File: config.mk
export PLATFORM = sky130hd
export DESIGN_NAME = tick_timer_bank
export DESIGN_NICKNAME = d
export VERILOG_FILES = /design/src/rtl/tick_timer_pkg.sv /design/src/rtl/tt_count_unit.sv /design/src/rtl/tt_ctrl_unit.sv /design/src/rtl/tick_timer_bank.sv
export SDC_FILE = /design/constraint.sdc
export NUM_CORES = 1
export LEC_CHECK = 0
export BUFFER_PORTS_ARGS = -buffer_cell sky130_fd_sc_hd__buf_2
export CAP_MARGIN = 20
export CORE_MARGIN = 2
export CORE_UTILIZATION = 63
export DETAILED_ROUTE_END_ITERATION = 7
export GPL_TIMING_DRIVEN = 1
export PLACE_DENSITY = 0.81
export SKIP_CTS_REPAIR_TIMING = 1
export SYNTH_ARGS = -nofsm -noshare
export SYNTH_HDL_FRONTEND = slang
export SYNTH_SLANG_ARGS = --single-unit
File: constraint.sdc
create_clock -name clk -period 4.61 [get_ports clk]
set_input_delay 0.2305 -clock clk [delete_from_list [all_inputs] [get_ports clk]]
set_output_delay 0.2305 -clock clk [all_outputs]
set_load 0.01 [all_outputs]
File: src/rtl/tick_timer_pkg.sv
// Package: shared constants for the tick timer bank.
// Holds the control-word bit positions and the register offsets inside
// one timer's address window. Every other file in the block reads these.
package tick_timer_pkg;

    // Control/status word bit positions
    localparam int CTL_RUN     = 0;
    localparam int CTL_RESTART = 1;
    localparam int CTL_CLR_EV  = 2;
    localparam int CTL_EV_LSB  = 4;
    localparam int CTL_IE      = 8;
    localparam int CTL_CLR_PND = 9;
    localparam int CTL_PEND    = 10;

    // Byte offsets inside one timer window
    localparam logic [15:0] OFS_CTRL  = 16'h0002;
    localparam logic [15:0] OFS_CMP_H = 16'h0004;
    localparam logic [15:0] OFS_CMP_L = 16'h0006;
    localparam logic [15:0] OFS_CNT_H = 16'h0008;
    localparam logic [15:0] OFS_CNT_L = 16'h000A;

endpackage

File: src/rtl/tt_count_unit.sv
// Module: tt_count_unit
// Holds one timer's up-counter and its compare value.
// Assumes tick is a single-cycle enable pulse. A match is signalled
// combinationally on the tick that takes the counter to the compare value.
// The counter is 2*DW bits wide and the compare value is written in DW halves.
module tt_count_unit #(
    parameter int DW = 16
) (
    input  logic            clk,
    input  logic            rst_n,
    input  logic            tick,
    input  logic            run,
    input  logic            restart,
    input  logic            wr_cmp_hi,
    input  logic            wr_cmp_lo,
    input  logic [DW-1:0]   wdata,
    output logic [2*DW-1:0] cnt,
    output logic [2*DW-1:0] cmp,
    output logic            match
);
    localparam int CW = 2 * DW;

    logic [CW-1:0] cnt_q;
    logic [CW-1:0] cmp_q;
    logic [CW-1:0] cnt_inc;
    logic          step;

    assign step    = tick && run;
    assign cnt_inc = cnt_q + 1'b1;
    assign match   = step && (cnt_inc == cmp_q);

    // Compare register: each half is written independently
    always_ff @(posedge clk) begin
        if (!rst_n) begin
            cmp_q <= '0;
        end else begin
            if (wr_cmp_hi) cmp_q[CW-1:DW] <= wdata;
            if (wr_cmp_lo) cmp_q[DW-1:0]  <= wdata;
        end
    end

    // Counter: advances on enabled ticks and returns to zero on a match in restart mode
    always_ff @(posedge clk) begin
        if (!rst_n) begin
            cnt_q <= '0;
        end else if (step) begin
            cnt_q <= (match && restart) ? '0 : cnt_inc;
        end
    end

    assign cnt = cnt_q;
    assign cmp = cmp_q;

endmodule

File: src/rtl/tt_ctrl_unit.sv
// Module: tt_ctrl_unit
// Holds one timer's control/status word: the run, restart and interrupt-enable
// bits, the pending flag and the wrapping event count.
// Assumes match is a one-cycle pulse from the count unit.
// A match outranks a clear-pending write, so no event is lost.
// A clear-event-count write outranks a match.
module tt_ctrl_unit
    import tick_timer_pkg::*;
#(
    parameter int DW  = 16,
    parameter int EVW = 4
) (
    input  logic          clk,
    input  logic          rst_n,
    input  logic          wr_ctrl,
    input  logic [DW-1:0] wdata,
    input  logic          match,
    output logic          run,
    output logic          restart,
    output logic          ie,
    output logic          pend,
    output logic [EVW-1:0] evcnt,
    output logic          irq,
    output logic [DW-1:0] ctrl_rd
);
    logic           run_q, restart_q, ie_q, pend_q;
    logic [EVW-1:0] ev_q;
    logic           unused_wbits;

    assign unused_wbits = ^wdata;

    // Configuration bits, loaded on any control write
    always_ff @(posedge clk) begin
        if (!rst_n) begin
            run_q     <= 1'b0;
            restart_q <= 1'b0;
            ie_q      <= 1'b0;
        end else if (wr_ctrl) begin
            run_q     <= wdata[CTL_RUN];
            restart_q <= wdata[CTL_RESTART];
            ie_q      <= wdata[CTL_IE];
        end
    end

    // Event count: clear strobe first, otherwise step on a match with wrap-around
    always_ff @(posedge clk) begin
        if (!rst_n)                          ev_q <= '0;
        else if (wr_ctrl && wdata[CTL_CLR_EV]) ev_q <= '0;
        else if (match)                      ev_q <= ev_q + 1'b1;
    end

    // Pending flag: set on a match, cleared by the write-one strobe
    always_ff @(posedge clk) begin
        if (!rst_n)                            pend_q <= 1'b0;
        else if (match)                        pend_q <= 1'b1;
        else if (wr_ctrl && wdata[CTL_CLR_PND]) pend_q <= 1'b0;
    end

    // Read view: strobe and reserved bits read as zero
    always_comb begin
        ctrl_rd                         = '0;
        ctrl_rd[CTL_RUN]                = run_q;
        ctrl_rd[CTL_RESTART]            = restart_q;
        ctrl_rd[CTL_EV_LSB +: EVW]      = ev_q;
        ctrl_rd[CTL_IE]                 = ie_q;
        ctrl_rd[CTL_PEND]               = pend_q;
    end

    assign run     = run_q;
    assign restart = restart_q;
    assign ie      = ie_q;
    assign pend    = pend_q;
    assign evcnt   = ev_q;
    assign irq     = pend_q && ie_q;

endmodule

File: src/rtl/tick_timer_bank.sv
// Module: tick_timer_bank (top)
// A bank of N_TIMERS compare-match timers behind a synchronous 16-bit register port.
// Each timer owns a 2**STRIDE_LOG2-byte window. Reads are registered, with a latency of one cycle.
// Assumes tick_1us is a one-cycle pulse in the clk domain.
module tick_timer_bank
    import tick_timer_pkg::*;
#(
    parameter int N_TIMERS    = 3,
    parameter int ADDR_W      = 10,
    parameter int STRIDE_LOG2 = 8,
    parameter int DW          = 16,
    parameter int EVW         = 4
) (
    input  logic              clk,
    input  logic              rst_n,
    input  logic              tick_1us,
    input  logic              bus_wr,
    input  logic              bus_rd,
    input  logic [ADDR_W-1:0] bus_addr,
    input  logic [DW-1:0]     bus_wdata,
    output logic [DW-1:0]     bus_rdata,
    output logic [N_TIMERS-1:0] irq
);
    localparam int CW    = 2 * DW;
    localparam int IDX_W = ADDR_W - STRIDE_LOG2;

    logic [IDX_W-1:0] idx;
    logic [15:0]      ofs;

    logic [N_TIMERS-1:0]          run_w, restart_w, ie_w, pend_w, match_w;
    logic [N_TIMERS-1:0][CW-1:0]  cnt_w, cmp_w;
    logic [N_TIMERS-1:0][EVW-1:0] ev_w;
    logic [N_TIMERS-1:0][DW-1:0]  ctrl_w;
    logic [N_TIMERS-1:0]          wr_ctrl_w, wr_cmph_w, wr_cmpl_w;
    logic [DW-1:0]                rd_next;
    logic [DW-1:0]                rdata_q;

    assign idx = bus_addr[ADDR_W-1:STRIDE_LOG2];
    assign ofs = 16'(bus_addr[STRIDE_LOG2-1:0]);

    for (genvar g = 0; g < N_TIMERS; g++) begin : g_tmr
        logic hit;
        assign hit          = (idx == IDX_W'(g));
        assign wr_ctrl_w[g] = bus_wr && hit && (ofs == OFS_CTRL);
        assign wr_cmph_w[g] = bus_wr && hit && (ofs == OFS_CMP_H);
        assign wr_cmpl_w[g] = bus_wr && hit && (ofs == OFS_CMP_L);

        tt_count_unit #(.DW(DW)) u_cnt (
            .clk       (clk),
            .rst_n     (rst_n),
            .tick      (tick_1us),
            .run       (run_w[g]),
            .restart   (restart_w[g]),
            .wr_cmp_hi (wr_cmph_w[g]),
            .wr_cmp_lo (wr_cmpl_w[g]),
            .wdata     (bus_wdata),
            .cnt       (cnt_w[g]),
            .cmp       (cmp_w[g]),
            .match     (match_w[g])
        );

        tt_ctrl_unit #(.DW(DW), .EVW(EVW)) u_ctl (
            .clk     (clk),
            .rst_n   (rst_n),
            .wr_ctrl (wr_ctrl_w[g]),
            .wdata   (bus_wdata),
            .match   (match_w[g]),
            .run     (run_w[g]),
            .restart (restart_w[g]),
            .ie      (ie_w[g]),
            .pend    (pend_w[g]),
            .evcnt   (ev_w[g]),
            .irq     (irq[g]),
            .ctrl_rd (ctrl_w[g])
        );
    end

    // Read select: pick the addressed register of the addressed timer
    always_comb begin
        rd_next = '0;
        for (int i = 0; i < N_TIMERS; i++) begin
            if (idx == IDX_W'(i)) begin
                case (ofs)
                    OFS_CTRL:  rd_next = ctrl_w[i];
                    OFS_CMP_H: rd_next = cmp_w[i][CW-1:DW];
                    OFS_CMP_L: rd_next = cmp_w[i][DW-1:0];
                    OFS_CNT_H: rd_next = cnt_w[i][CW-1:DW];
                    OFS_CNT_L: rd_next = cnt_w[i][DW-1:0];
                    default:   rd_next = '0;
                endcase
            end
        end
    end

    // Read data register: captured on a read strobe and held otherwise
    always_ff @(posedge clk) begin
        if (!rst_n)      rdata_q <= '0;
        else if (bus_rd) rdata_q <= rd_next;
    end

    assign bus_rdata = rdata_q;

endmodule

Word-level counts from Yosys, hierarchy flattened
Cells that the tools add are included.
Widths: inputs -> output; s select.
Storage, ports and cells
  output and inout bits: 19
  memories: 0
  flip-flop bits (word level): 232
  ROM bits: 0
  RAM bits: 0
  bits in latches: 0
  logic and storage cells: 94
Cells by class
  add/sub/neg operators: 6
  muxes and demuxes: 15
  shifts and indexed selects: 0
  magnitude comparators: 0
  bitwise gates (word level): 1
  div/mod/pow operators: 0
  reductions and logical operators: 37
  multiply operators: 0
  equality and inequality tests: 10
Operator list (count)
  $pmux 16 s5: 3
  $add 32x1->32 const B: 3
  $eq 32x32->1: 3
  $mux 32: 3
  $mux 16: 3
  $logic_and 1x1->1: 30
  $eq 8x3->1 const B: 2
  $eq 8x4->1 const B: 2
  $add 4x1->4 const B: 3
  $eq 8x2->1 const B: 1
  $mux 1: 6
  $reduce_bool 2->1: 3
  $reduce_or 2->1: 3
  $eq 2x1->1 const B: 1
  $eq 2x2->1 const B: 1
  $logic_not 2->1: 1
  $not 1->1: 1

Longest topological paths before layout
  word-level depth: 6
  mapped depth: 13
  mapped depth without buffers: 10

Hierarchy
Synthesis repeated with hierarchy kept, for this count alone.
Unflattened totals
  cell total of the unflattened synthesis: 1891
  area total of the unflattened synthesis: 15795.1 um^2
By module, submodules not included
  tt_count_unit at g_tmr[0].u_cnt ...: area an instance 4005.1 um^2, cells each 467, sequential area each 1281.2 um^2, instances 2
  tt_count_unit at g_tmr[2].u_cnt: area an instance 3741.1 um^2, cells each 438, sequential area each 1281.2 um^2, instances 1
  tick_timer_bank: area an instance 2722.6 um^2, cells each 372, sequential area each 320.3 um^2, instances 1
  tt_ctrl_unit: area an instance 440.4 um^2, cells each 49, sequential area each 160.2 um^2, instances 3

Worst setup path after synthesis
Ideal clock, no wire load.
  path type: flip-flop to flip-flop
  from: register g_tmr[2].u_cnt.cnt_q[0]
  to: register g_tmr[2].u_ctl.ev_q[3]
  arrival time: 3.461 ns
  cell stages (with the launch flop): 13
  slack: 1.079 ns
  cell sequence: dfxtp_1 -> ha_1 -> nand4_1 -> nor4_2 -> buf_4 -> nand2_2 -> mux2i_1 -> o211ai_1 -> or4_4 -> or4_1 -> clkbuf_2 -> or3_1 -> a21oi_1
On the way
  longest elaborated chain between the ends: 3
RTL lines
  from (decl): RTL line tt_count_unit.sv:23  | logic [CW-1:0] cnt_q;
  from (signal assigned): RTL line tt_count_unit.sv:47  | cnt_q <= (match && restart) ? '0 : cnt_inc;
  $add 32x1->32: RTL line tt_count_unit.sv:29  | assign cnt_inc = cnt_q + 1'b1;
  $eq 32x32->1: RTL line tt_count_unit.sv:30  | assign match = step && (cnt_inc == cmp_q);
  $logic_and 1x1->1: RTL line tt_count_unit.sv:30
  to (signal assigned): RTL line tt_ctrl_unit.sv:49  | else if (match) ev_q <= ev_q + 1'b1;
  to (decl): RTL line tt_ctrl_unit.sv:27  | logic [EVW-1:0] ev_q;
Every way passes these cells.
A chain may end at the register's enable or synchronous reset.

Worst setup path after layout
Ends and elaborated chain as after synthesis.

==> results.yml <==
finish:
  final_cell_mix: "nand2_1, dfxtp_1, nor2_1"
  fill_cells: 1901
  final_core_util: 0.697
  area_delta_synth_final_pct: 7.92
  drive_above_1_share: 0.0801
  nNetsFinal: 1930
  final_common_cell: "nand2_1"
power:
  p_int_mw: 3.43
  finalPower_mw: 4.46
  clkPwrFrac: 0.500
  pwr-share-comb: 0.047
  p_seq_frac: 0.452
  power_density_nw_per_um2: 281
  peakVddDrop_v: 0.000305
  p_leak_nw: 5.54
  swShare: 0.230
  power_switching_mw: 1.03
cts:
  cts-root-buf: "clkbuf_16"
  clk_pin_slew_ns: 0.06
  cts_buffer_depth: 3
  cts_max_level: 1
  cts_buffers: 26
  cts_num_sinks: 232
  clock_latency_ns: 0.55
  cts_tree: "yes"
critical_path:
  rr_endpoint: "g_tmr[2].u_ctl.evcnt[3]$_SDFFE_PP0P_"
  crit_family: "simple AND/OR/NAND/NOR gates"
  worst_path_max_delay_cell: "or4_1"
  worstSetupPathType: "reg2reg"
  r2r.worst_path.cells: 11
  crit_fanout: 11
  cp-end-kind: "register"
  crit_path_start_kind: "register"
  cpPeakStageDelay_ns: 0.69
  regToRegSetupSlack_ns: 0.55
  worstPathArrival_ns: 4.54
  r2r_start: "g_tmr[2].u_cnt.cnt[0]$_SDFFE_PN0P_"
  critPathRequiredTime_ns: 5.09
  crit_cells: 11
  timing.critical_path.from: "g_tmr[2].u_cnt.cnt[0]$_SDFFE_PN0P_"
  crit_chain: "ha_1, nand4_1, nor4_2, buf_4, and4_1, and3_1, o21ai_0, or4_4, or4_1, or3_1, a21oi_1"
  cp-endpoint: "g_tmr[2].u_ctl.evcnt[3]$_SDFFE_PP0P_"
  cp_num_buf_inv: 1
timing:
  hold_slack_ns: 0.0351
  finalHoldViolCount: 0
  period_share: 0.881
  grt_setup_unrepaired: "no"
  worst_pin_slew_ns: 1.06
  final.min_clock_period_ns: 4.06
  relSlewSlack: 0.292
  finalSetupViolations: 0
  timing.fmax_mhz: 246
  finalSetupTns_ns: 0
  finalMaxSlewViolations: 0
  clock_skew_ns: 0.0116
route:
  via_count: 14400
  ant_nets: 0
  initialDrtViolationCount: 1735
  drt_pass1_iterations: 6
  wl_per_cell_um: 21.8
  wl_um: 48400
  route.detailed.drc: 0
  avgViaCountPerCell: 6.49
synthesis:
  synth_nets: 1986
  synthSimpleGateAreaFrac: 0.292
  synth_edf_count: 0
  synthFlopType: "dfxtp_1"
  synthMuxAreaShare: 0.0526
  synth.area.top_cells: "dfxtp_1, nand2_1, xnor2_1, a21boi_0, xor2_1"
  synth_compound_area_frac: 0.164
  syn_area_per_cell_sq_um: 7.55
  synth_area_sq_um: 14700
  seq_area_frac_synth: 0.316
  synth.top_cell.area_share: 0.316
  synth_cells: 1949
  yosys_warnings: 0
  yosysTopAreaCell: "dfxtp_1"
  ys_ff_latch: 232
  synth_top_family_by_area: "simple AND/OR/NAND/NOR gates"
  async_flop_share: 0
  ys_types: 78
  synthAdderAreaFrac: 0.00510
  synthXorXnorAreaFrac: 0.123
floorplanning:
  die_h_um: 157
  chipWidth_um: 157
  die_area_sq_um: 24600
  placementRows: 55
  pin_count: 50
  core_sq_um: 22800
  start_util: 0.646
place:
  hpwl_um: 35300
  port_buffers: 49
  gp_congestion: 1.03
job:
  drv_cap: 0
global_routing:
  grt_pass1_wl_um: 74900
  grt_max_degree: 96
  antenna_found_initial: 1
  grt_usage: 0.390
  overflow: 0
  grt_pass1_vias: 13400
worst_hold_path:
  hp-class: "in2reg"
outcome:
  status: "finished clean"
[power by group through the flow]
| stage | sequential (mW) | clock [mW] | combinational (mW) |
|---|---|---|---|
| 3_5_place_dp | 2.06 | 0 | 0.202 |
| 2_1_floorplan | 2.06 | 0 | 0.129 |
| 4_1_cts | 2.02 | 2.24 | 0.202 |
| 6_report | 2.02 | 2.23 | 0.212 |
| 5_1_grt | 2.02 | 2.31 | 0.219 |
| 3_3_place_gp | 2.06 | 0 | 0.199 |
[state kept, by name, indices dropped and copies added, names as in the netlist]
signal / cells
g_tmr.u_ctl.restart: 3
g_tmr.u_ctl.evcnt: 12
g_tmr.u_cnt.cmp: 96
bus_rdata: 16
g_tmr.u_cnt.cnt: 96
g_tmr.u_ctl.run: 3
g_tmr.u_ctl.ie: 3
g_tmr.u_ctl.pend: 3
[cells in the mapped netlist (4+ instances only)]
cell type  number
nand2_1       357
dfxtp_1       232
nor2_1        180
clkbuf_1      133
xnor2_1       113
a21boi_0      112
xor2_1         93
nand3_1        92
a21oi_1        58
mux2i_1        57
o21ai_0        56
nand4_1        50
nor3_1         43
nor4_1         31
nor2b_1        30
inv_1          23
and3_1         17
and2_1         16
mux2_2         16
o22ai_1        15
or3_1          15
and4_1         13
a222oi_1       12
a22o_1         10
buf_1          10
nor3b_1        10
buf_2           9
nand2b_1        9
o211ai_1        9
a32oi_1         8
or4_1           8
a21o_1          7
a221oi_1        7
nand4b_1        7
o2111ai_1       7
ha_1            6
nand3b_1        6
a31oi_1         5
o31ai_1         5
a211o_1         4
a211oi_1        4
a22oi_1         4
buf_4           4
nor4b_1         4
[worst register-to-register path, cell delays in order, from the launching register on]
cell     delay [ns]
dfxtp_1        0.49
ha_1           0.32
nand4_1        0.37
nor4_2         0.36
buf_4          0.22
and4_1         0.25
and3_1         0.16
o21ai_0        0.08
or4_4          0.53
or4_1          0.69
or3_1          0.40
a21oi_1        0.13
[kinds of logic (layout without fill, tap and decap cells)]
logic type      after synthesis  in the layout
xor+xnor                    206            206
flops                       232            232
other cells                   0              2
compound gates              345            345
mux                          74             74
simple gates                903            903
fa+ha+maj                     6              6
buf+inv                     183            145
[metal layers]
metal,global-route usage,vias to the layer above,routed length [um]
li1,-,6657,-
met1,0.515,6755,19200
met2,0.601,860,21200
met3,0.0839,174,5370
met4,0.201,0,2690
met5,0,-,0
[per-stage QoR]
stage	instances	cell area (sq um)	worst slack [ns]
after floorplan	1949	14700	1.08
after global routing	2225	15900	0.248
after detailed placement	2178	15000	0.624
after CTS	2224	15900	0.617
final	2226	15900	0.550
after global placement	2177	15000	0.703
[how the worst min path moves through the flow]
stage / startpoint / end / slack (ns) / depth (start not counted)
final: bus_rd / bus_rdata[9]$_SDFFE_PN0P_ / 0.04 / 3
after global routing: bus_wdata[15] / g_tmr[0].u_cnt.cmp[31]$_SDFFE_PN0P_ / 0.03 / 3
after CTS: bus_wdata[11] / g_tmr[0].u_cnt.cmp[11]$_SDFFE_PN0P_ / 0.02 / 3
after detailed placement: bus_rdata[0]$_SDFFE_PN0P_ / bus_rdata[0]$_SDFFE_PN0P_ / 0.47 / 2
after global placement: bus_rdata[0]$_SDFFE_PN0P_ / bus_rdata[0]$_SDFFE_PN0P_ / 0.46 / 2
after floorplan: bus_wdata[12] / g_tmr[0].u_cnt.cmp[28]$_SDFFE_PN0P_ / 0.38 / 2
[area by class of cell]
cell class,instances,area (sq um),share of cell area
Inverter,24,90.1,0.00567
Antenna cell,2,5.00,0.000315
Sequential cell,232,4640,0.292
Clock inverter,7,110,0.00693
Timing Repair Buffer,75,468,0.0295
Clock buffer,39,801,0.0504
Tap cell,313,392,0.0247
Multi-Input combinational cell,1534,9370,0.590
No activity file was read; power rests on OpenSTA's default activity.
